## config.mk

```make
export PLATFORM = sky130hd
export DESIGN_NAME = ppgPair
export DESIGN_NICKNAME = d
export VERILOG_FILES = /design/src/rtl/ppgPairPkg.sv /design/src/rtl/ppgPairCtrl.sv /design/src/rtl/ppgPairDatapath.sv /design/src/rtl/ppgPair.sv
export SDC_FILE = /design/constraint.sdc
export NUM_CORES = 1
export LEC_CHECK = 0
export CORE_UTILIZATION = 45
export CTS_BUF_LIST = sky130_fd_sc_hd__clkbuf_4 sky130_fd_sc_hd__clkbuf_8 sky130_fd_sc_hd__clkbuf_16
export DETAILED_ROUTE_END_ITERATION = 8
export PLACE_DENSITY = 0.65
export SKIP_CTS_REPAIR_TIMING = 1
export SYNTH_ARGS = -nofsm -noshare
export SYNTH_HDL_FRONTEND = slang
export SYNTH_SLANG_ARGS = --single-unit
```

## constraint.sdc

```tcl
create_clock -name clk -period 6.2 [get_ports clk]
set_clock_uncertainty 0.1 [all_clocks]
set_input_delay 1.24 -clock clk [delete_from_list [all_inputs] [get_ports clk]]
set_output_delay 1.24 -clock clk [all_outputs]
set_load 0.02 [all_outputs]
```

## src/rtl/ppgPairPkg.sv

```systemverilog
`timescale 1ns/1ps
package ppgPairPkg;

  typedef enum logic [1:0] {
    MODE_SPLIT     = 2'b00,
    MODE_CHAIN     = 2'b01,
    MODE_WIDE      = 2'b10,
    MODE_SPLIT_ALT = 2'b11
  } cascadeMode_t;

  typedef struct packed {
    logic runC;
    logic runD;
    logic tickC;
    logic tickD;
    logic chain;
    logic wide;
  } ppgStrobes_t;

  localparam int ADR_CTL_C = 0;
  localparam int ADR_CTL_D = 1;
  localparam int ADR_CLK   = 2;
  localparam int ADR_C_LO  = 3;
  localparam int ADR_C_HI  = 4;
  localparam int ADR_D_LO  = 5;
  localparam int ADR_D_HI  = 6;

  localparam int BIT_RUN  = 0;
  localparam int BIT_OE   = 1;
  localparam int BIT_IE   = 2;
  localparam int BIT_FLAG = 3;

endpackage

```

## src/rtl/ppgPairCtrl.sv

```systemverilog
`timescale 1ns/1ps
module ppgPairCtrl
  import ppgPairPkg::*;
#(
  parameter int CNT_W    = 8,
  parameter int ADDR_W   = 3,
  parameter int NUM_TAPS = 5
) (
  input  logic              clk,
  input  logic              rstN,
  input  logic              clkEn,
  input  logic              tbTick,
  input  logic              wrEn,
  input  logic [ADDR_W-1:0] addr,
  input  logic [CNT_W-1:0]  wrData,
  output logic [CNT_W-1:0]  rdData,
  input  logic              uflowC,
  input  logic              uflowD,
  output ppgStrobes_t       strobes,
  output logic [CNT_W-1:0]  loC,
  output logic [CNT_W-1:0]  hiC,
  output logic [CNT_W-1:0]  loD,
  output logic [CNT_W-1:0]  hiD,
  output logic              oeC,
  output logic              oeD,
  output logic              irq
);

  localparam int SEL_W   = $clog2(NUM_TAPS + 2);
  localparam int PRE_W   = NUM_TAPS - 1;
  localparam int TB_CODE = NUM_TAPS;

  logic runC, ieC, flagC;
  logic runD, ieD, flagD;
  cascadeMode_t mode;
  logic [SEL_W-1:0] selC, selD;
  logic [CNT_W-1:0] bufC, bufD;
  logic [PRE_W-1:0] preCnt;
  logic [NUM_TAPS-1:0] tapTick;
  logic tickSelC, tickSelD;

  logic wrCtlC, wrCtlD, wrClk, wrCLo, wrCHi, wrDLo, wrDHi;
  assign wrCtlC = wrEn && (addr == ADDR_W'(ADR_CTL_C));
  assign wrCtlD = wrEn && (addr == ADDR_W'(ADR_CTL_D));
  assign wrClk  = wrEn && (addr == ADDR_W'(ADR_CLK));
  assign wrCLo  = wrEn && (addr == ADDR_W'(ADR_C_LO));
  assign wrCHi  = wrEn && (addr == ADDR_W'(ADR_C_HI));
  assign wrDLo  = wrEn && (addr == ADDR_W'(ADR_D_LO));
  assign wrDHi  = wrEn && (addr == ADDR_W'(ADR_D_HI));

  // Free-running prescaler shared by both channels
  always_ff @(posedge clk) begin
    if (!rstN)      preCnt <= '0;
    else if (clkEn) preCnt <= preCnt + 1'b1;
  end

  assign tapTick[0] = clkEn;
  for (genvar g = 1; g < NUM_TAPS; g++) begin : gTap
    assign tapTick[g] = clkEn && (&preCnt[g-1:0]);
  end

  function automatic logic pickTick(input logic [SEL_W-1:0] sel,
                                    input logic [NUM_TAPS-1:0] taps,
                                    input logic tb);
    logic t;
    t = 1'b0;
    for (int i = 0; i < NUM_TAPS; i++)
      if (sel == SEL_W'(i)) t = taps[i];
    if (sel == SEL_W'(TB_CODE)) t = tb;
    return t;
  endfunction

  assign tickSelC = pickTick(selC, tapTick, tbTick);
  assign tickSelD = pickTick(selD, tapTick, tbTick);

  // Control registers and flags
  always_ff @(posedge clk) begin
    if (!rstN) begin
      runC <= 1'b0; oeC <= 1'b0; ieC <= 1'b0; flagC <= 1'b0;
      runD <= 1'b0; oeD <= 1'b0; ieD <= 1'b0; flagD <= 1'b0;
      mode <= MODE_SPLIT;
      selC <= '0; selD <= '0;
    end else begin
      if (wrCtlC) begin
        runC <= wrData[BIT_RUN];
        oeC  <= wrData[BIT_OE];
        ieC  <= wrData[BIT_IE];
      end
      if (wrCtlD) begin
        runD <= wrData[BIT_RUN];
        oeD  <= wrData[BIT_OE];
        ieD  <= wrData[BIT_IE];
        mode <= cascadeMode_t'(wrData[5:4]);
      end
      if (uflowC)                           flagC <= 1'b1;
      else if (wrCtlC && !wrData[BIT_FLAG]) flagC <= 1'b0;
      if (uflowD)                           flagD <= 1'b1;
      else if (wrCtlD && !wrData[BIT_FLAG]) flagD <= 1'b0;
      if (wrClk) begin
        selC <= wrData[SEL_W-1:0];
        selD <= wrData[4 +: SEL_W];
      end
    end
  end

  // Reload pairs: high side buffered until the low side is written
  always_ff @(posedge clk) begin
    if (!rstN) begin
      loC <= '0; hiC <= '0; bufC <= '0;
      loD <= '0; hiD <= '0; bufD <= '0;
    end else begin
      if (wrCHi) bufC <= wrData;
      if (wrCLo) begin
        loC <= wrData;
        hiC <= bufC;
      end
      if (wrDHi) bufD <= wrData;
      if (wrDLo) begin
        loD <= wrData;
        hiD <= bufD;
      end
    end
  end

  always_comb begin
    strobes.wide  = (mode == MODE_WIDE);
    strobes.chain = (mode == MODE_CHAIN);
    strobes.runD  = runD;
    strobes.runC  = strobes.wide ? runD : runC;
    strobes.tickC = tickSelC;
    strobes.tickD = tickSelD;
  end

  assign irq = (flagC && ieC) || (flagD && ieD);

  always_comb begin
    rdData = '0;
    case (addr)
      ADDR_W'(ADR_CTL_C): rdData = CNT_W'({flagC, ieC, oeC, runC});
      ADDR_W'(ADR_CTL_D): rdData = CNT_W'({mode, flagD, ieD, oeD, runD});
      ADDR_W'(ADR_CLK): begin
        rdData[SEL_W-1:0] = selC;
        rdData[4 +: SEL_W] = selD;
      end
      ADDR_W'(ADR_C_LO):  rdData = loC;
      ADDR_W'(ADR_C_HI):  rdData = hiC;
      ADDR_W'(ADR_D_LO):  rdData = loD;
      ADDR_W'(ADR_D_HI):  rdData = hiD;
      default:            rdData = '0;
    endcase
  end

  AST_FLAG_SET_ON_UFLOW: assert property (@(posedge clk) disable iff (!rstN)
    uflowC |=> flagC);
  AST_FLAG_D_SET_ON_UFLOW: assert property (@(posedge clk) disable iff (!rstN)
    uflowD |=> flagD);
  AST_FLAG_ONE_KEEPS: assert property (@(posedge clk) disable iff (!rstN)
    (wrCtlC && wrData[BIT_FLAG] && flagC) |=> flagC);
  AST_HI_BUFFERED: assert property (@(posedge clk) disable iff (!rstN)
    wrCHi |=> $stable(hiC));
  AST_HI_D_BUFFERED: assert property (@(posedge clk) disable iff (!rstN)
    wrDHi |=> $stable(hiD));

endmodule

```

## src/rtl/ppgPairDatapath.sv

```systemverilog
`timescale 1ns/1ps
module ppgPairDatapath
  import ppgPairPkg::*;
#(
  parameter int CNT_W = 8
) (
  input  logic             clk,
  input  logic             rstN,
  input  ppgStrobes_t      strobes,
  input  logic [CNT_W-1:0] loC,
  input  logic [CNT_W-1:0] hiC,
  input  logic [CNT_W-1:0] loD,
  input  logic [CNT_W-1:0] hiD,
  output logic             uflowC,
  output logic             uflowD,
  output logic             latchC,
  output logic             latchD
);

  logic [CNT_W-1:0] cntC, cntD;
  logic cZero, dZero, wideStep, tickDEff;

  always_comb begin
    cZero    = (cntC == '0);
    dZero    = (cntD == '0);
    uflowC   = !strobes.wide && strobes.runC && strobes.tickC && cZero;
    wideStep = strobes.wide && strobes.runD && strobes.tickC && cZero;
    tickDEff = strobes.chain ? uflowC : strobes.tickD;
    uflowD   = strobes.wide ? (wideStep && dZero)
                            : (strobes.runD && tickDEff && dZero);
  end

  // Channel C: independent counter, or low byte in wide mode
  always_ff @(posedge clk) begin
    if (!rstN) begin
      cntC <= '0;
      latchC <= 1'b0;
    end else if (!strobes.runC) begin
      cntC <= loC;
      latchC <= 1'b0;
    end else if (strobes.wide) begin
      latchC <= 1'b0;
      if (strobes.tickC) begin
        if (!cZero)     cntC <= cntC - 1'b1;
        else if (dZero) cntC <= latchD ? loC : hiC;
        else            cntC <= '1;
      end
    end else if (strobes.tickC) begin
      if (cZero) begin
        cntC <= latchC ? loC : hiC;
        latchC <= ~latchC;
      end else begin
        cntC <= cntC - 1'b1;
      end
    end
  end

  // Channel D: independent, chained to C underflow, or high byte
  always_ff @(posedge clk) begin
    if (!rstN) begin
      cntD <= '0;
      latchD <= 1'b0;
    end else if (!strobes.runD) begin
      cntD <= loD;
      latchD <= 1'b0;
    end else if (strobes.wide) begin
      if (strobes.tickC && cZero) begin
        if (dZero) begin
          cntD <= latchD ? loD : hiD;
          latchD <= ~latchD;
        end else begin
          cntD <= cntD - 1'b1;
        end
      end
    end else if (tickDEff) begin
      if (dZero) begin
        cntD <= latchD ? loD : hiD;
        latchD <= ~latchD;
      end else begin
        cntD <= cntD - 1'b1;
      end
    end
  end

  AST_STOP_CLEARS_LATCH: assert property (@(posedge clk) disable iff (!rstN)
    !strobes.runC |=> !latchC);
  AST_STOP_CLEARS_LATCH_D: assert property (@(posedge clk) disable iff (!rstN)
    !strobes.runD |=> !latchD);
  AST_UFLOW_TOGGLES: assert property (@(posedge clk) disable iff (!rstN)
    uflowC |=> (latchC != $past(latchC)));
  AST_UFLOW_D_TOGGLES: assert property (@(posedge clk) disable iff (!rstN)
    uflowD |=> (latchD != $past(latchD)));
  AST_HOLD_WITHOUT_UFLOW: assert property (@(posedge clk) disable iff (!rstN)
    (strobes.runC && !strobes.wide && !uflowC) |=> $stable(latchC));
  AST_WIDE_C_LOW: assert property (@(posedge clk) disable iff (!rstN)
    strobes.wide |=> !latchC);

endmodule

```

## src/rtl/ppgPair.sv

```systemverilog
`timescale 1ns/1ps
module ppgPair
  import ppgPairPkg::*;
#(
  parameter int CNT_W    = 8,
  parameter int ADDR_W   = 3,
  parameter int NUM_TAPS = 5
) (
  input  logic              clk,
  input  logic              rstN,
  input  logic              clkEn,
  input  logic              tbTick,
  input  logic              wrEn,
  input  logic [ADDR_W-1:0] addr,
  input  logic [CNT_W-1:0]  wrData,
  output logic [CNT_W-1:0]  rdData,
  output logic              pinC,
  output logic              pinD,
  output logic              irq
);

  ppgStrobes_t strobes;
  logic [CNT_W-1:0] loC, hiC, loD, hiD;
  logic uflowC, uflowD, latchC, latchD, oeC, oeD;

  ppgPairCtrl #(.CNT_W(CNT_W), .ADDR_W(ADDR_W), .NUM_TAPS(NUM_TAPS)) uCtrl (
    .clk(clk), .rstN(rstN), .clkEn(clkEn), .tbTick(tbTick),
    .wrEn(wrEn), .addr(addr), .wrData(wrData), .rdData(rdData),
    .uflowC(uflowC), .uflowD(uflowD), .strobes(strobes),
    .loC(loC), .hiC(hiC), .loD(loD), .hiD(hiD),
    .oeC(oeC), .oeD(oeD), .irq(irq)
  );

  ppgPairDatapath #(.CNT_W(CNT_W)) uData (
    .clk(clk), .rstN(rstN), .strobes(strobes),
    .loC(loC), .hiC(hiC), .loD(loD), .hiD(hiD),
    .uflowC(uflowC), .uflowD(uflowD), .latchC(latchC), .latchD(latchD)
  );

  assign pinC = latchC && oeC;
  assign pinD = latchD && oeD;

endmodule

```

# Word level (Yosys, flattened, before mapping)
# Index checks and enable logic that the tools add are counted.
[classes] mux=42 eq_ne=22 n_addsub=3 n_reduce_logical=46 bitwise=4
[ops] cell="8-bit 2-to-1 mux" n=15
[ops] cell="1-bit logical AND" n=27
[ops] cell="1-bit 2-to-1 mux" n=23
[ops] cell="3-bit == test (second input constant)" n=7
[ops] cell="3-bit case mux with 7 select lines" n=1
[ops] cell="3-bit by 2-bit == test with 1-bit output (second input constant)" n=6
[ops] cell="3-bit case mux with 6 select lines" n=1
[ops] cell="8-bit zero test" n=2
[ops] cell="8-bit by 1-bit subtractor with 8-bit output (second input constant)" n=2
[ops] cell="2-bit AND reduction" n=5
[ops] cell="3-bit by 1-bit == test with 1-bit output (second input constant)" n=3
[ops] cell="3-bit zero test" n=3
[ops] cell="1-bit case mux with 6 select lines" n=1
[ops] cell="2-bit nonzero test" n=3
[ops] cell="4-bit by 1-bit adder with 4-bit output (second input constant)" n=1
[ops] cell="2-bit inequality test (second input constant)" n=2
[ops] cell="1-bit NOT" n=4
[ops] cell="1-bit case mux with 4 select lines" n=1
[ops] cell="4-bit AND reduction" n=1
[ops] cell="3-bit by 1-bit inequality test with 1-bit output (second input constant)" n=1
[ops] cell="3-bit inequality test (second input constant)" n=1
[ops] cell="3-bit AND reduction" n=1
[ops] cell="3-bit OR reduction" n=1
[ops] cell="2-bit by 1-bit == test with 1-bit output (second input constant)" n=1
[ops] cell="other kinds (3)" n=4
[totals] ff_bits=86 word_cells=139 out_inout_bits=11 input_bits=16

# Logic depth before layout (Yosys ltp)
[depth] word_depth=14 mapped_depth=9 depth_no_buf=8

# Cells and area by module
# From an unflattened synthesis, not the netlist that was laid out.
[unflattened] cells_unflattened=571 hier_area_um2=5014.8
[modules_own_cells] module="ppgPairCtrl" seq_area_each_um2=1361.3 area_each_um2=3343.2 n_inst=1 cells_each=353
[modules_own_cells] module="ppgPairDatapath" seq_area_each_um2=360.3 area_each_um2=1659.1 n_inst=1 cells_each=216
[modules_own_cells] module="ppgPair" seq_area_each_um2=0.0 area_each_um2=12.5 n_inst=1 cells_each=2

# Least setup slack after synthesis
# No wires, ideal clock.
[synth_timing] path_type="input -> output" from="input addr[2]" to="output rdData[2]" stages=6 required_ps=4860 arrival_time_ps=2605 n_path_buf=2 setup_slack_ps=2255 path_cell_list="buf_1 > clkbuf_1 > nand2_1 > o21ai_0 > a22oi_1 > o21ai_0"
[synth_between] elab_chain_len=2 elab_cells_between_ends=8 classes_between="eq/ne: 6; mux: 1; reduce/logical: 1"
[synth_lines] element="from (decl)" line_no="ppgPair.sv:14" text="input logic [ADDR_W-1:0] addr,"
[synth_lines] element="3-bit == test (tied with other cells)" line_no="ppgPairCtrl.sv:138" text="case (addr)"
[synth_lines] element="3-bit case mux with 7 select lines *" line_no="ppgPairCtrl.sv:138"
[synth_lines] element="to (decl)" line_no="ppgPair.sv:16" text="output logic [CNT_W-1:0] rdData,"
# Mark *: on every way between the ends. The rest lies on a longest branch, timed or not.

# Worst setup path after layout
[layout_timing] from="input addr[1]" to="output rdData[2]"
# The elaborated chain is that of the path after synthesis.

==> results.txt <==
Status: finished clean
Starting DRC count in detailed routing: 417
Die height: 102 um
Critical register-to-register path startpoint: uData.cntD[0]
Final Core Density: 51.9%
TritonCTS clock tree: yes
Final Setup Violations: 0
Clock Tree Buf Depth: 2
NetSw: 310 uW
Clock power share: 39.0%
Hold Violations, Final: 0
RSZ-0062 raised after global routing: no
# IOs: 27
EDFF count, synth: 0
Main area contributors after synthesis: dfxtp_1, nand2_1, mux2i_1
Max-cap violations: 0
First-pass GRT wire length: 20500 um
Fraction of layout cells with a size suffix above 1: 6.22%
Die Width: 102 um
Critical Path Source: addr[1]
Min-delay src: uCtrl.bufC[1]
Mean Syn Cell Area: 7.91 um^2
Final Cell Area: 5040 um^2
Starting Density: 46.2%
Htree depth: 3
Total Routing Usage GR: 26.0%
Antenna violation net count after detailed routing: 0
Yosys warns: 0
Sequential-to-total area share from yosys stat: 38.3%
Max-slew violations: 0
Clock Pin Slew Worst Setup and Hold Paths: 0.08 ns
Vias in the first global route: 3811
Synth Register Bits: 86
P_int: 857 uW
Sw Share: 26.6%
Critical Path AT: 3.59 ns
Routed len/inst: 18.0 um
Static leakage: 0.00170 uW
Hpwl dp: 9120 um
Largest stage delay, worst path: 0.67 ns
Antenna fix cells: 0
Cell Area, Synth: 4500 um^2
Crit-path cells: clkdlybuf4s50_1, buf_4, nor2b_1, a22oi_1, o21ai_0, clkdlybuf4s50_1
Antenna violations before repair: 0
Peak VDD IR: 0.000115 V
Slew margin rel.: 33.6%
Minimum clock period: 4.93 ns
Power Density: 231 nW/um^2
WS Path Type: primary input to primary output
Hold Path Class: flip-flop to flip-flop
Final Net Count: 594
Sequential share of power: 49.3%
Num rows: 36
Period utilization: 79.4%
Most frequent cells after synthesis: nand2_1, dfxtp_1, a21oi_1
Largest net degree at the start of global routing: 68
Clock Latency Late Sink: 0.36 ns
DRT Pass-1 Iters: 4
Critical path peak fanout: 14
Area leader, netlist: dfxtp_1
Crit-path slowest cell: clkdlybuf4s50_1
Worst slew pin tran: 0.993 ns
Clock Sinks: 86
Die ar.: 10400 um^2
IO Port Bufs: 26
Critical path endpoint category: primary output
Clock root buffer: clkbuf_8
DRC Markers: 0
CP most frequent cell: clkdlybuf4s50_1
Top-area cell type share of the netlist area: 38.3%
F_max: 203 MHz
GP Congestion: 0.925
Drt via density: 5.78
Ys flop type: dfxtp_1
GR Overflow Total: 0
CTS Buf Count: 9
Critical Path Start Type: primary input
Placed inst area: 4820 um^2
Count leader, synth: nand2_1
Comb power frac: 11.6%
Post-Route WL: 12800 um
Syn Nets: 588
Synth unique cells: 55
Required @ worst endpoint: 4.86 ns
Core Area: 9730 um^2
Cell count after synthesis: 568
Total vias in the final route: 4118
Ys async rst share: 0%
P&R area growth vs syn: 12.2%
Setup TNS: 0 ns
routing by layer:
layer	part of all wire [%]	global-route usage, %	up-vias
met1	48	36.7	1902
li1	-	-	2038
met2	45	41.3	149
met4	2.4	8.79	0
met5	0	0	-
met3	5.4	3.15	29
sequential cells by signal, indices dropped and copies added, names as in the netlist, 2 cells and up:
register      flops
uCtrl.selD        3
uCtrl.hiD         8
uCtrl.bufD        8
uCtrl.loC         8
uCtrl.mode        2
uCtrl.bufC        8
uData.cntC        8
uCtrl.preCnt      4
uCtrl.selC        3
uCtrl.hiC         8
uData.cntD        8
uCtrl.loD         8
layout by cell type, fill, tap and decap left out, drive strengths merged, types with 13 or more instances in the layout:
master         instances
a21oi                 76
clkdlybuf4s50         26
dfxtp                 86
inv                   14
mux2i                 39
nand2                118
nand3                 14
nor2                  35
nor2b                 13
o21ai                 16
final timing paths:
path	end	slack, ns	cells after the start
setup / recovery	rdData[2]	1.27	6
hold / removal	uCtrl.hiC[1]	0.36	2
setup reg to reg	uData.cntD[5]	3.33	8
hold reg to reg	uCtrl.hiC[1]	0.36	2
per-stage QoR:
step,total power (uW),instances,hold WS [ns],setup WS [ns]
2_1_floorplan,678,568,0.332,2.26
3_3_place_gp,720,696,0.338,1.33
3_5_place_dp,722,696,0.343,1.29
4_1_cts,1170,712,0.356,1.30
5_1_grt,1210,712,0.377,1.09
6_report,1170,712,0.355,1.27
logic make-up after synthesis:
logic type | synth area share (%)
DFF | 38.3
muxes | 11.2
adders and majority gates | 1.11
and+or+nand+nor | 22.7
AOI/OAI and AO/OA | 20.9
xor gates and xnor gates | 1.75
buffers and inverters | 4.12
area by class of cell:
| type | count | area, um^2 |
|---|---|---|
| sequential | 86 | 1720 |
| fill | 960 | 4680 |
| clock buffer | 10 | 138 |
| timing repair buffer | 31 | 298 |
| clock inverter | 6 | 91.3 |
| multi-input combinational | 435 | 2590 |
| inverter | 11 | 41.3 |
| tap | 133 | 166 |
worst max-delay path: cells and delay by family:
family,cells,cell delay (ns)
buffers and inverters,3,1.62
AND/OR/NAND/NOR,1,0.38
AO/OA/AOI/OAI,2,0.34
power by group through the flow:
stage	sequential (uW)	clock [uW]	combinational, uW
floorplan	582	0	95.6
global placement	588	0	132
detailed placement	588	0	134
CTS	575	463	135
global route	577	485	150
finish	576	455	136
Note: power is estimated with default switching activity, not from simulation.
